===== config.mk =====
export PLATFORM = sky130hd
export DESIGN_NAME = mtp_phase_top
export DESIGN_NICKNAME = d
export VERILOG_FILES = /design/src/rtl/mtp_pkg.sv /design/src/rtl/mtp_pattern_counter.sv /design/src/rtl/mtp_phase_decoder.sv /design/src/rtl/mtp_ctrl_point.sv /design/src/rtl/mtp_phase_top.sv
export SDC_FILE = /design/constraint.sdc
export NUM_CORES = 1
export LEC_CHECK = 0
export CAP_MARGIN = 20
export CORE_AREA = 2 2 39 41
export DETAILED_ROUTE_END_ITERATION = 10
export DIE_AREA = 0 0 41 43
export DONT_BUFFER_PORTS = 1
export PLACE_DENSITY = 0.57
export SLEW_MARGIN = 20
export SYNTH_ARGS = -nofsm -noshare
export SYNTH_HDL_FRONTEND = slang
export SYNTH_HIERARCHICAL = 1
export SYNTH_SLANG_ARGS = --single-unit
export TNS_END_PERCENT = 10

===== constraint.sdc =====
create_clock -name clk -period 1.3 [get_ports clk]
set_input_delay 0.065 -clock clk [delete_from_list [all_inputs] [get_ports clk]]
set_output_delay 0.065 -clock clk [all_outputs]
set_load 0.1 [all_outputs]

===== src/rtl/mtp_pkg.sv =====
package mtp_pkg;

  typedef enum logic {
    CP_FORCE0 = 1'b0,
    CP_FORCE1 = 1'b1
  } cp_kind_e;

  // Applies a control point: passes the node through unless forced.
  function automatic logic cp_apply(cp_kind_e kind, logic node, logic force_en);
    if (!force_en) return node;
    return (kind == CP_FORCE1);
  endfunction

  // Enable line level for one group given phase equality and phase zero.
  function automatic logic line_level(logic is_phase_zero, logic is_my_phase);
    if (is_phase_zero) return 1'b0;
    return !is_my_phase;
  endfunction

endpackage


===== src/rtl/mtp_pattern_counter.sv =====
module mtp_pattern_counter #(
  parameter int NGROUPS        = 4,
  parameter int PATS_PER_PHASE = 8,
  localparam int PHW  = $clog2(NGROUPS + 1),
  localparam int CNTW = (PATS_PER_PHASE > 1) ? $clog2(PATS_PER_PHASE) : 1
) (
  input  logic           clk,
  input  logic           rst_n,
  input  logic           test_mode,
  input  logic           pat_adv,
  output logic [PHW-1:0] phase,
  output logic           phase_done
);

  localparam logic [CNTW-1:0] LAST_CNT   = CNTW'(PATS_PER_PHASE - 1);
  localparam logic [PHW-1:0]  LAST_PHASE = PHW'(NGROUPS);

  logic [CNTW-1:0] in_cnt;
  logic            count_ev;
  logic            boundary_ev;
  logic            finish_ev;

  assign count_ev    = test_mode && pat_adv && !phase_done;
  assign boundary_ev = count_ev && (in_cnt == LAST_CNT) && (phase != LAST_PHASE);
  assign finish_ev   = count_ev && (in_cnt == LAST_CNT) && (phase == LAST_PHASE);

  always_ff @(posedge clk or negedge rst_n) begin
    if (!rst_n) begin
      in_cnt     <= '0;
      phase      <= '0;
      phase_done <= 1'b0;
    end else if (!test_mode) begin
      in_cnt     <= '0;
      phase      <= '0;
      phase_done <= 1'b0;
    end else if (count_ev) begin
      if (in_cnt == LAST_CNT) begin
        in_cnt <= '0;
        if (finish_ev) phase_done <= 1'b1;
        else           phase      <= phase + 1'b1;
      end else begin
        in_cnt <= in_cnt + 1'b1;
      end
    end
  end

  AST_PHASE_RANGE: assert property (@(posedge clk) disable iff (!rst_n)
    phase <= LAST_PHASE);
  AST_PHASE_STEP: assert property (@(posedge clk) disable iff (!rst_n)
    boundary_ev |=> (phase == $past(phase) + 1'b1));
  AST_PHASE_QUIET: assert property (@(posedge clk) disable iff (!rst_n)
    (test_mode && !boundary_ev) |=> $stable(phase));
  AST_DONE_LAST: assert property (@(posedge clk) disable iff (!rst_n)
    phase_done |-> (phase == LAST_PHASE));
  AST_DONE_HOLD: assert property (@(posedge clk) disable iff (!rst_n)
    (phase_done && test_mode) |=> phase_done);
  AST_TM_CLEAR: assert property (@(posedge clk) disable iff (!rst_n)
    !test_mode |=> (phase == '0 && !phase_done));

endmodule


===== src/rtl/mtp_phase_decoder.sv =====
module mtp_phase_decoder
  import mtp_pkg::*;
#(
  parameter int NGROUPS = 4,
  localparam int PHW = $clog2(NGROUPS + 1)
) (
  input  logic               clk,
  input  logic               rst_n,
  input  logic [PHW-1:0]     phase,
  output logic [NGROUPS-1:0] grp_n,
  output logic [NGROUPS-1:0] grp_sel
);

  logic phase_zero;
  assign phase_zero = (phase == '0);

  for (genvar g = 0; g < NGROUPS; g++) begin : g_line
    logic mine;
    assign mine       = (phase == PHW'(g + 1));
    assign grp_n[g]   = line_level(phase_zero, mine);
    assign grp_sel[g] = mine;
  end

  AST_SEL_ONEHOT: assert property (@(posedge clk) disable iff (!rst_n)
    $onehot0(grp_sel));
  AST_ZERO_LINES: assert property (@(posedge clk) disable iff (!rst_n)
    (phase == '0) |-> (grp_n == '0 && grp_sel == '0));
  AST_ONE_LOW: assert property (@(posedge clk) disable iff (!rst_n)
    (phase != '0) |-> ($countones(grp_n) == NGROUPS - 1));

endmodule


===== src/rtl/mtp_ctrl_point.sv =====
module mtp_ctrl_point
  import mtp_pkg::*;
#(
  parameter cp_kind_e KIND = CP_FORCE0
) (
  input  logic test_mode,
  input  logic sel,
  input  logic node_in,
  output logic node_out
);

  logic force_en;
  assign force_en = test_mode && sel;
  assign node_out = cp_apply(KIND, node_in, force_en);

endmodule


===== src/rtl/mtp_phase_top.sv =====
module mtp_phase_top
  import mtp_pkg::*;
#(
  parameter int NGROUPS        = 4,
  parameter int PATS_PER_PHASE = 8,
  localparam int PHW = $clog2(NGROUPS + 1)
) (
  input  logic               clk,
  input  logic               rst_n,
  input  logic               test_mode,
  input  logic               pat_adv,
  input  logic [NGROUPS-1:0] and_in,
  input  logic [NGROUPS-1:0] or_in,
  output logic [PHW-1:0]     phase,
  output logic [NGROUPS-1:0] grp_n,
  output logic               phase_done,
  output logic [NGROUPS-1:0] and_out,
  output logic [NGROUPS-1:0] or_out
);

  logic [NGROUPS-1:0] grp_sel;

  mtp_pattern_counter #(
    .NGROUPS(NGROUPS), .PATS_PER_PHASE(PATS_PER_PHASE)
  ) u_cnt (
    .clk(clk), .rst_n(rst_n), .test_mode(test_mode), .pat_adv(pat_adv),
    .phase(phase), .phase_done(phase_done)
  );

  mtp_phase_decoder #(.NGROUPS(NGROUPS)) u_dec (
    .clk(clk), .rst_n(rst_n), .phase(phase), .grp_n(grp_n), .grp_sel(grp_sel)
  );

  for (genvar g = 0; g < NGROUPS; g++) begin : g_cp
    mtp_ctrl_point #(.KIND(CP_FORCE0)) u_and (
      .test_mode(test_mode), .sel(grp_sel[g]), .node_in(and_in[g]), .node_out(and_out[g])
    );
    mtp_ctrl_point #(.KIND(CP_FORCE1)) u_or (
      .test_mode(test_mode), .sel(grp_sel[g]), .node_in(or_in[g]), .node_out(or_out[g])
    );
  end

  AST_AND_FORCE: assert property (@(posedge clk) disable iff (!rst_n)
    (test_mode && phase != '0) |-> !and_out[phase - 1'b1]);
  AST_OR_FORCE: assert property (@(posedge clk) disable iff (!rst_n)
    (test_mode && phase != '0) |-> or_out[phase - 1'b1]);
  AST_TRANSPARENT: assert property (@(posedge clk) disable iff (!rst_n)
    (!test_mode || phase == '0) |-> (and_out == and_in && or_out == or_in));

endmodule


======== Word level (Yosys, flattened, before mapping) ========
Cells that the tools add are included.
word-level totals
  flip-flop bits (word level) ............. 7
  bits of input ports ..................... 12
  output and inout bits ................... 16
  word-level logic and storage cells ...... 55
operators by class
  add/subtract/negate cells ............... 2
  eq/ne operators ......................... 9
  mux-type cells .......................... 25
  reductions and logical operators ........ 16
operator list
  cell                 count
  $mux 3               7
  $mux 1               18
  $logic_and 1x1->1    8
  $add 3x1->3 const B  2
  $eq 3x2->1 const B   2
  $eq 3x3->1 const B   2
  $ne 2x1->1 const B   3
  $reduce_and 3->1     2
  $logic_not 1->1      5
  $eq 3x1->1 const B   1
  $logic_not 3->1      1
  $ne 2x2->1 const B   1

======== Logic depth before layout (Yosys ltp) ========
Gate-level depths: netlist of the first run.
  word-level depth ........................ 8
  mapped depth ............................ 5
  gate-level depth less buffers ........... 5

======== Modules after synthesis ========
Netlist of the first run, hierarchy kept.
modules (own cells, without submodules)
  module                              times used  cells an instance  area each (µm²)  sequential area each (µm²)
  mtp_pattern_counter                 1           35                 401.6            175.2
  mtp_phase_decoder                   1           15                 90.1             0.0
  mtp_ctrl_point (g_cp[0].u_and ...)  4           1                  11.3             0.0
  mtp_ctrl_point (g_cp[0].u_or ...)   4           1                  7.5              0.0

======== Least setup slack after synthesis of the first run ========
Ideal clock, no wire load.
  kind .................................... reg2out
  from .................................... register u_cnt.phase[0]
  to ...................................... output and_out[1]
  data arrival time ....................... 2714 ps
  data required time ...................... 1235 ps
  path slack .............................. -1479 ps
  cell stages (with the launch flop) ...... 5
  path buffers ............................ 1
  cells stage by stage .................... dfrtp_1 -> or2_2 -> nor2_1 -> buf_4 -> a21boi_2
on the way
  cells in the longest elaborated chain, start to end .. 3
RTL lines
  what                            line                       text
  start: declaration              mtp_pattern_counter.sv:11  output logic [PHW-1:0] phase,
  start signal: assignment        mtp_pattern_counter.sv:40  else phase <= phase + 1'b1;
  $eq 3x2->1                      mtp_phase_decoder.sv:19    assign mine = (phase == PHW'(g + 1));
  named net u_dec.g_line[1].mine  mtp_phase_decoder.sv:18    logic mine;
  $logic_and 1x1->1               mtp_ctrl_point.sv:13       assign force_en = test_mode && sel;
  $mux 1                          mtp_pkg.sv:11              return (kind == CP_FORCE1);
  end: declaration                mtp_phase_top.sv:17        output logic [NGROUPS-1:0] and_out,
The timed path passes the listed nets, and every way through them passes these cells.

======== Worst setup path after layout of the first run ========
  from .................................... register u_cnt.phase[1]
  to ...................................... register u_cnt.phase[2]
on the way
  cells in the longest elaborated chain, start to end .. 5
  elaborated cells between the ends (all ways) .. 9
  those cells by class .................... add/sub (1); eq/ne (2); mux (4); reduce/logical (2)
RTL lines
  what         line                       text
  $add 3x1->3  mtp_pattern_counter.sv:40
  $mux 3       mtp_pattern_counter.sv:39  if (finish_ev) phase_done <= 1'b1;
  $mux 3       mtp_pattern_counter.sv:37  if (in_cnt == LAST_CNT) begin
  $mux 3       mtp_pattern_counter.sv:36  end else if (count_ev) begin
  $mux 3       mtp_pattern_counter.sv:32  end else if (!test_mode) begin
Several ways; a longest one is shown, not always the timed one. The select of a mux whose other input is x is not followed.
A chain may end at the register's enable or synchronous reset.

==> results of run 1 <==
[routing by layer]
metal,vias to the layer above,share of wire (%)
met5,-,0
met4,0,0
met3,0,8.3
met2,21,52
met1,246,40
li1,251,-
[what timing repair did]
action                                  in CTS  in global routing
endpoints found under the setup margin      14                 16
buffers inserted                             1                  1
gates resized for setup                      8                 10
hold buffers                                 2                  0
pin swaps                                    3                  1
hold endpoints to repair                    14                  0
cloned                                       0                  0
[how the worst max path moves through the flow]
stage	from	to	slack, ns	cells after the start
global route	u_cnt/phase[1]	and_out[3]	-0.32	5
CTS	u_cnt/phase[1]	or_out[0]	-0.25	5
finish	u_cnt/phase[1]	u_cnt/phase[2]	-0.25	5
floorplan	u_cnt/phase[0]	and_out[3]	-0.57	4
detailed placement	u_cnt/phase[0]	u_cnt/phase[2]	-0.15	4
global placement	u_cnt/phase[0]	u_cnt/phase[2]	-0.08	4
[report_power, final]
| part | switching (W) | internal, W |
|---|---|---|
| logic | 0.000131 | 0.0000848 |
| clock network | 0.0000797 | 0.000117 |
| registers | 0.00000293 | 0.000224 |
| total | 0.000214 | 0.000426 |
[metrics by stage]
step                      util (%)  instances  setup TNS [ns]
after floorplan                  -         58           -6.84
after global placement        65.9         95          -0.104
after detailed placement      65.9         95          -0.206
after CTS                     72.2        102           -2.40
after global routing          75.7        103           -3.10
final                         75.7        103           -2.32
[cells by family (layout without fill, tap and decap cells)]
family                   Yosys count  in the layout  synth area share (%)
flip-flops                         7              7                  30.9
AO/OA/AOI/OAI                     13             13                  21.2
AND/OR/NAND/NOR                   18             18                  18.8
buffers and inverters             11             40                  11.5
adder cells (fa/ha/maj)            4              4                  8.83
multiplexers                       5              5                  8.83
[flip-flops by register name, indices dropped and copies added (netlist names)]
signal and cells:
u_cnt/in_cnt 3, u_cnt/phase 3, u_cnt/phase_done 1
[cell usage in the layout, fill, tap and decap left out, drive strengths merged]
cell,Yosys,routed
a41oi,1,1
o41ai,1,1
or2,2,2
or4,1,1
a21boi,5,5
dfrtp,7,7
clkinvlp,1,1
buf,5,28
a21o,5,5
clkbuf,0,4
a211oi,1,1
mux2i,5,5
and3,2,2
nand2b,1,1
dlygate4sd3,0,2
nor2,3,3
inv,5,5
nor2b,4,4
ha,4,4
nand2,5,5
[critical path, stage by stage (launching register included)]
cell and delay, ns:
dfrtp_4 0.43, buf_4 0.12, ha_1 0.14, clkinvlp_2 0.12, or4_1 0.52, a21boi_1 0.15
[cell type report]
type / instances / area, um2 / share of cell area (%)
repair buffers: 30 / 383 / 36.6
inverters: 6 / 26.3 / 2.51
multi-input cells: 40 / 405 / 38.7
clock buffers: 4 / 26.3 / 2.51
well taps: 16 / 20.0 / 1.91
flip-flops and latches: 7 / 186 / 17.8
==> results.toml, run 1 <==
[floorplanning]
num_rows = 14
die_area_um2 = 1760
initial_core_util_pct = 41.0
core_area_um2 = 1380
die_h_um = 43
die_x_um = 41
top_level_ports = 28

[grt]
grt_usage_pct = 16.7
grt_pass1_vias = 499
grt_overflow_total = 0
grt_max_degree = 11
grt_use_met3_pct = 8.90
top_usage_layer = "met2"
use_met1_pct = 21.1
antenna_found_initial = 0
grt_pass1_wl_um = 1990
gr-usage-met2_pct = 25.3

[worst_setup_path]
worstSetupEndpointType = "flop"
r2r_slack_ns = -0.25
cp-start-kind = "flop"
r2r_end = "u_cnt/phase[2]"
ff2ff_path_depth = 5
cp.arrival_ns = 1.73
path_class = "reg2reg"
cp.required_ns = 1.47
worstReg2RegStart = "u_cnt/phase[1]"
crit_path_max_fanout = 5

[synthesis]
ys_top_cells_by_area = "dfrtp_1, ha_1, mux2i_1"
ys_warn_count = 6
syn-cell-area_um2 = 567
synth_flop_cell = "dfrtp_1"
synth_edf_count = 0
synthArstFlopShare_pct = 100
yosysMostFrequentCell = "dfrtp_1"
ys_types = 21
synth_area_leader_cell = "dfrtp_1"
synth_fp_nets = 74
synth_top_area_share_pct = 30.9
ys_ff_latch = 7
ys_seq_area_share_pct = 30.9
avgSynthCellArea_um2 = 9.77
syn-instance-count = 58
synthTopCellsByCount = "dfrtp_1, a21o_1, inv_1, mux2i_1, nand2_1"

[drt]
route.detailed.drc = 0
dr.pass1.iters = 3
wl_per_cell_um = 13.4
vias_per_cell = 5.03
drt-total-wl_um = 1380
antenna_left = 0
drt_iter0_markers = 9
vias = 518

[outcome]
status = "complete, but fails checks"
violations = "setup timing"

[finish]
fin_nets = 104
fill_cells = 103
n_antenna_cell = 0
area_growth_pct = 84.8
fin_area_um2 = 1050
drive_gt1_share_pct = 60.9

[place]
dp_hpwl_um = 925
routabilityCongestion = 0.732
dpl_cell_area_um2 = 912
io_buffers = 0
dp_worst_setup_slack_ns = -0.154

[worst_hold_path]
min_from = "pat_adv"
min_to = "u_cnt/phase_done"
min_path_cells = 2
hold_path_class = "in2reg"

[sta]
drv_slew = 0
rsz0062_at_grt = "true"
clock.fmax_mhz = 644
post-route-min-period_ns = 1.55
setup_viol = 13
slew_headroom_pct = 77.3
min_period_over_period_pct = 119
worstMarginPinSlew_ns = 0.340
worst_slack_ns = -0.252
clock_skew_ns = 0.00809
finalHoldViolCount = 0
fin_hold_ws_ns = 0.0774

[pwr]
p_leak_nw = 0.498
power_density_nw_per_um2 = 610
peakVddDrop_mv = 0.613
p_total_w = 0.000639

[clocking]
cts_sinks = 7
clock_latency_ns = 0.25
cts_made_buffers = 3
root_buffer = "clkbuf_4"
cts_tree = "built"
ctsHtreeMaxLevel = 1
clock_path_buffers = 2
path_clk_slew_ns = 0.05

[flow_run]
cap_violations = 0
(Power assumes the default switching activity.)
==> run 2, diff against run 1 <==
--- a/config.mk
+++ b/config.mk
@@ -6,11 +6,13 @@
 export NUM_CORES = 1
 export LEC_CHECK = 0
 export CAP_MARGIN = 20
-export CORE_AREA = 2 2 39 41
+export CELL_PAD_IN_SITES_DETAIL_PLACEMENT = 1
+export CELL_PAD_IN_SITES_GLOBAL_PLACEMENT = 2
+export CORE_ASPECT_RATIO = 1.25
+export CORE_UTILIZATION = 29
 export DETAILED_ROUTE_END_ITERATION = 10
-export DIE_AREA = 0 0 41 43
 export DONT_BUFFER_PORTS = 1
-export PLACE_DENSITY = 0.57
+export PLACE_DENSITY = 0.67
 export SLEW_MARGIN = 20
 export SYNTH_ARGS = -nofsm -noshare
 export SYNTH_HDL_FRONTEND = slang
==> results.toml, run 2 (synthesized netlist as in run 1, its figures left out) <==
[clocking]
clock_path_buffers = 2
cts_made_buffers = 3
clock_latency_ns = 0.26
path_clk_slew_ns = 0.06
root_buffer = "clkbuf_4"
ctsHtreeMaxLevel = 1
cts_sinks = 7
cts_tree = "built"

[sta]
worstMarginPinSlew_ns = 0.339
clock_skew_ns = 0.00182
clock.fmax_mhz = 644
post-route-min-period_ns = 1.55
rsz0062_at_grt = "true"
finalHoldViolCount = 0
slew_headroom_pct = 77.1
drv_slew = 0
min_period_over_period_pct = 120
fin_hold_ws_ns = 0.0606
worst_slack_ns = -0.254
setup_viol = 16

[flow_run]
cap_violations = 0

[place]
routabilityCongestion = 0.687
dp_hpwl_um = 1210
io_buffers = 0
dpl_cell_area_um2 = 916

[drt]
drt_iter0_markers = 4
vias_per_cell = 5.00
antenna_left = 0
vias = 535
wl_per_cell_um = 15.9
dr.pass1.iters = 4
route.detailed.drc = 0
drt-total-wl_um = 1700

[floorplanning]
die_h_um = 51.4
die_area_um2 = 2140
num_rows = 17
top_level_ports = 28
core_area_um2 = 1810
die_x_um = 41.5
initial_core_util_pct = 31.3

[grt]
grt_max_degree = 11
gr-usage-met2_pct = 32.3
use_met1_pct = 18.0
grt_overflow_total = 0
top_usage_layer = "met2"
grt_pass1_wl_um = 2680
grt_pass1_vias = 599
grt_use_met3_pct = 1.77
grt_usage_pct = 17.5
antenna_found_initial = 0

[finish]
final_util_pct = 60.6
most-common-layout-cells = "buf_4, buf_12, buf_6"
n_antenna_cell = 0
area_growth_pct = 93.2
largestRegisters = "u_cnt/in_cnt (3), u_cnt/phase (3), u_cnt/phase_done (1)"
fin_area_um2 = 1090
final_common_cell = "buf_4"
drive_gt1_share_pct = 67.0
fin_nets = 105

[worst_setup_path]
cp_num_buf_inv = 2
cp.arrival_ns = 1.49
worstSetupEndpointType = "primary output"
cpMaxStageDelayCell = "dfrtp_4"
crit_path_max_incr_delay_ns = 0.52
crit_path_max_fanout = 4
cp.required_ns = 1.24
crit_chain = "or2_4 -> nor2_4 -> buf_4 -> a21boi_4 -> buf_12"
path_class = "reg2out"
cp-start-kind = "flop"
cp_top_family = "flip-flops"

[pwr]
peakVddDrop_mv = 0.333
p_leak_nw = 0.495
p_total_w = 0.000658
power_density_nw_per_um2 = 601

[worst_hold_path]
hold_path_class = "in2reg"

[outcome]
violations = "setup timing"
status = "complete, but fails checks"
run 2: power breakdown:
part           total (W)  switching [W]  leakage, nW  internal (W)
Sequential      0.000227     0.00000364       0.0903      0.000223
Combinational   0.000216       0.000131        0.390     0.0000851
Clock           0.000214      0.0000962       0.0150      0.000118
run 2: repair_timing:
item	4_1_cts	5_1_grt
cloned	0	0
gates resized for setup	19	11
setup buffers	3	0
pin swaps	5	4
setup endpoints to repair	15	17
hold buffers	2	0
endpoints found under the hold margin	14	0
run 2: layout make-up:
class	instances	area, um2
Sequential cell	7	186
Inverter	6	31.3
Timing Repair Buffer	31	393
Fill cell	176	713
Multi-Input combinational cell	40	434
Clock buffer	4	26.3
Tap cell	19	23.8
run 2: final timing paths:
check / from / endpoint / slack [ns] / cells after the start
worst min-delay path: pat_adv / u_cnt/phase_done / 0.06 / 2
worst max register to register: u_cnt/phase[1] / u_cnt/phase[2] / -0.21 / 5
worst min register to register: u_cnt/in_cnt[1] / u_cnt/in_cnt[1] / 0.55 / 2
max in group asynchronous: rst_n / u_cnt/phase[1] / 0.88 / 1
min in group asynchronous: rst_n / u_cnt/phase_done / 0.14 / 1
worst max-delay path: u_cnt/phase[2] / and_out[1] / -0.25 / 5
run 2: metal layers:
layer  up-vias  wire, um
li1        252         -
met1       255       642
met2        24       937
met3         4        78
met4         0        37
met5         -         0
run 2: stage by stage:
stage	worst slack, ns	setup TNS, ns	instances
floorplan	-0.571	-6.84	58
global placement	-0.0720	-0.178	98
detailed placement	-0.160	-0.368	98
CTS	-0.257	-2.50	107
global route	-0.292	-3.19	107
finish	-0.254	-2.39	107
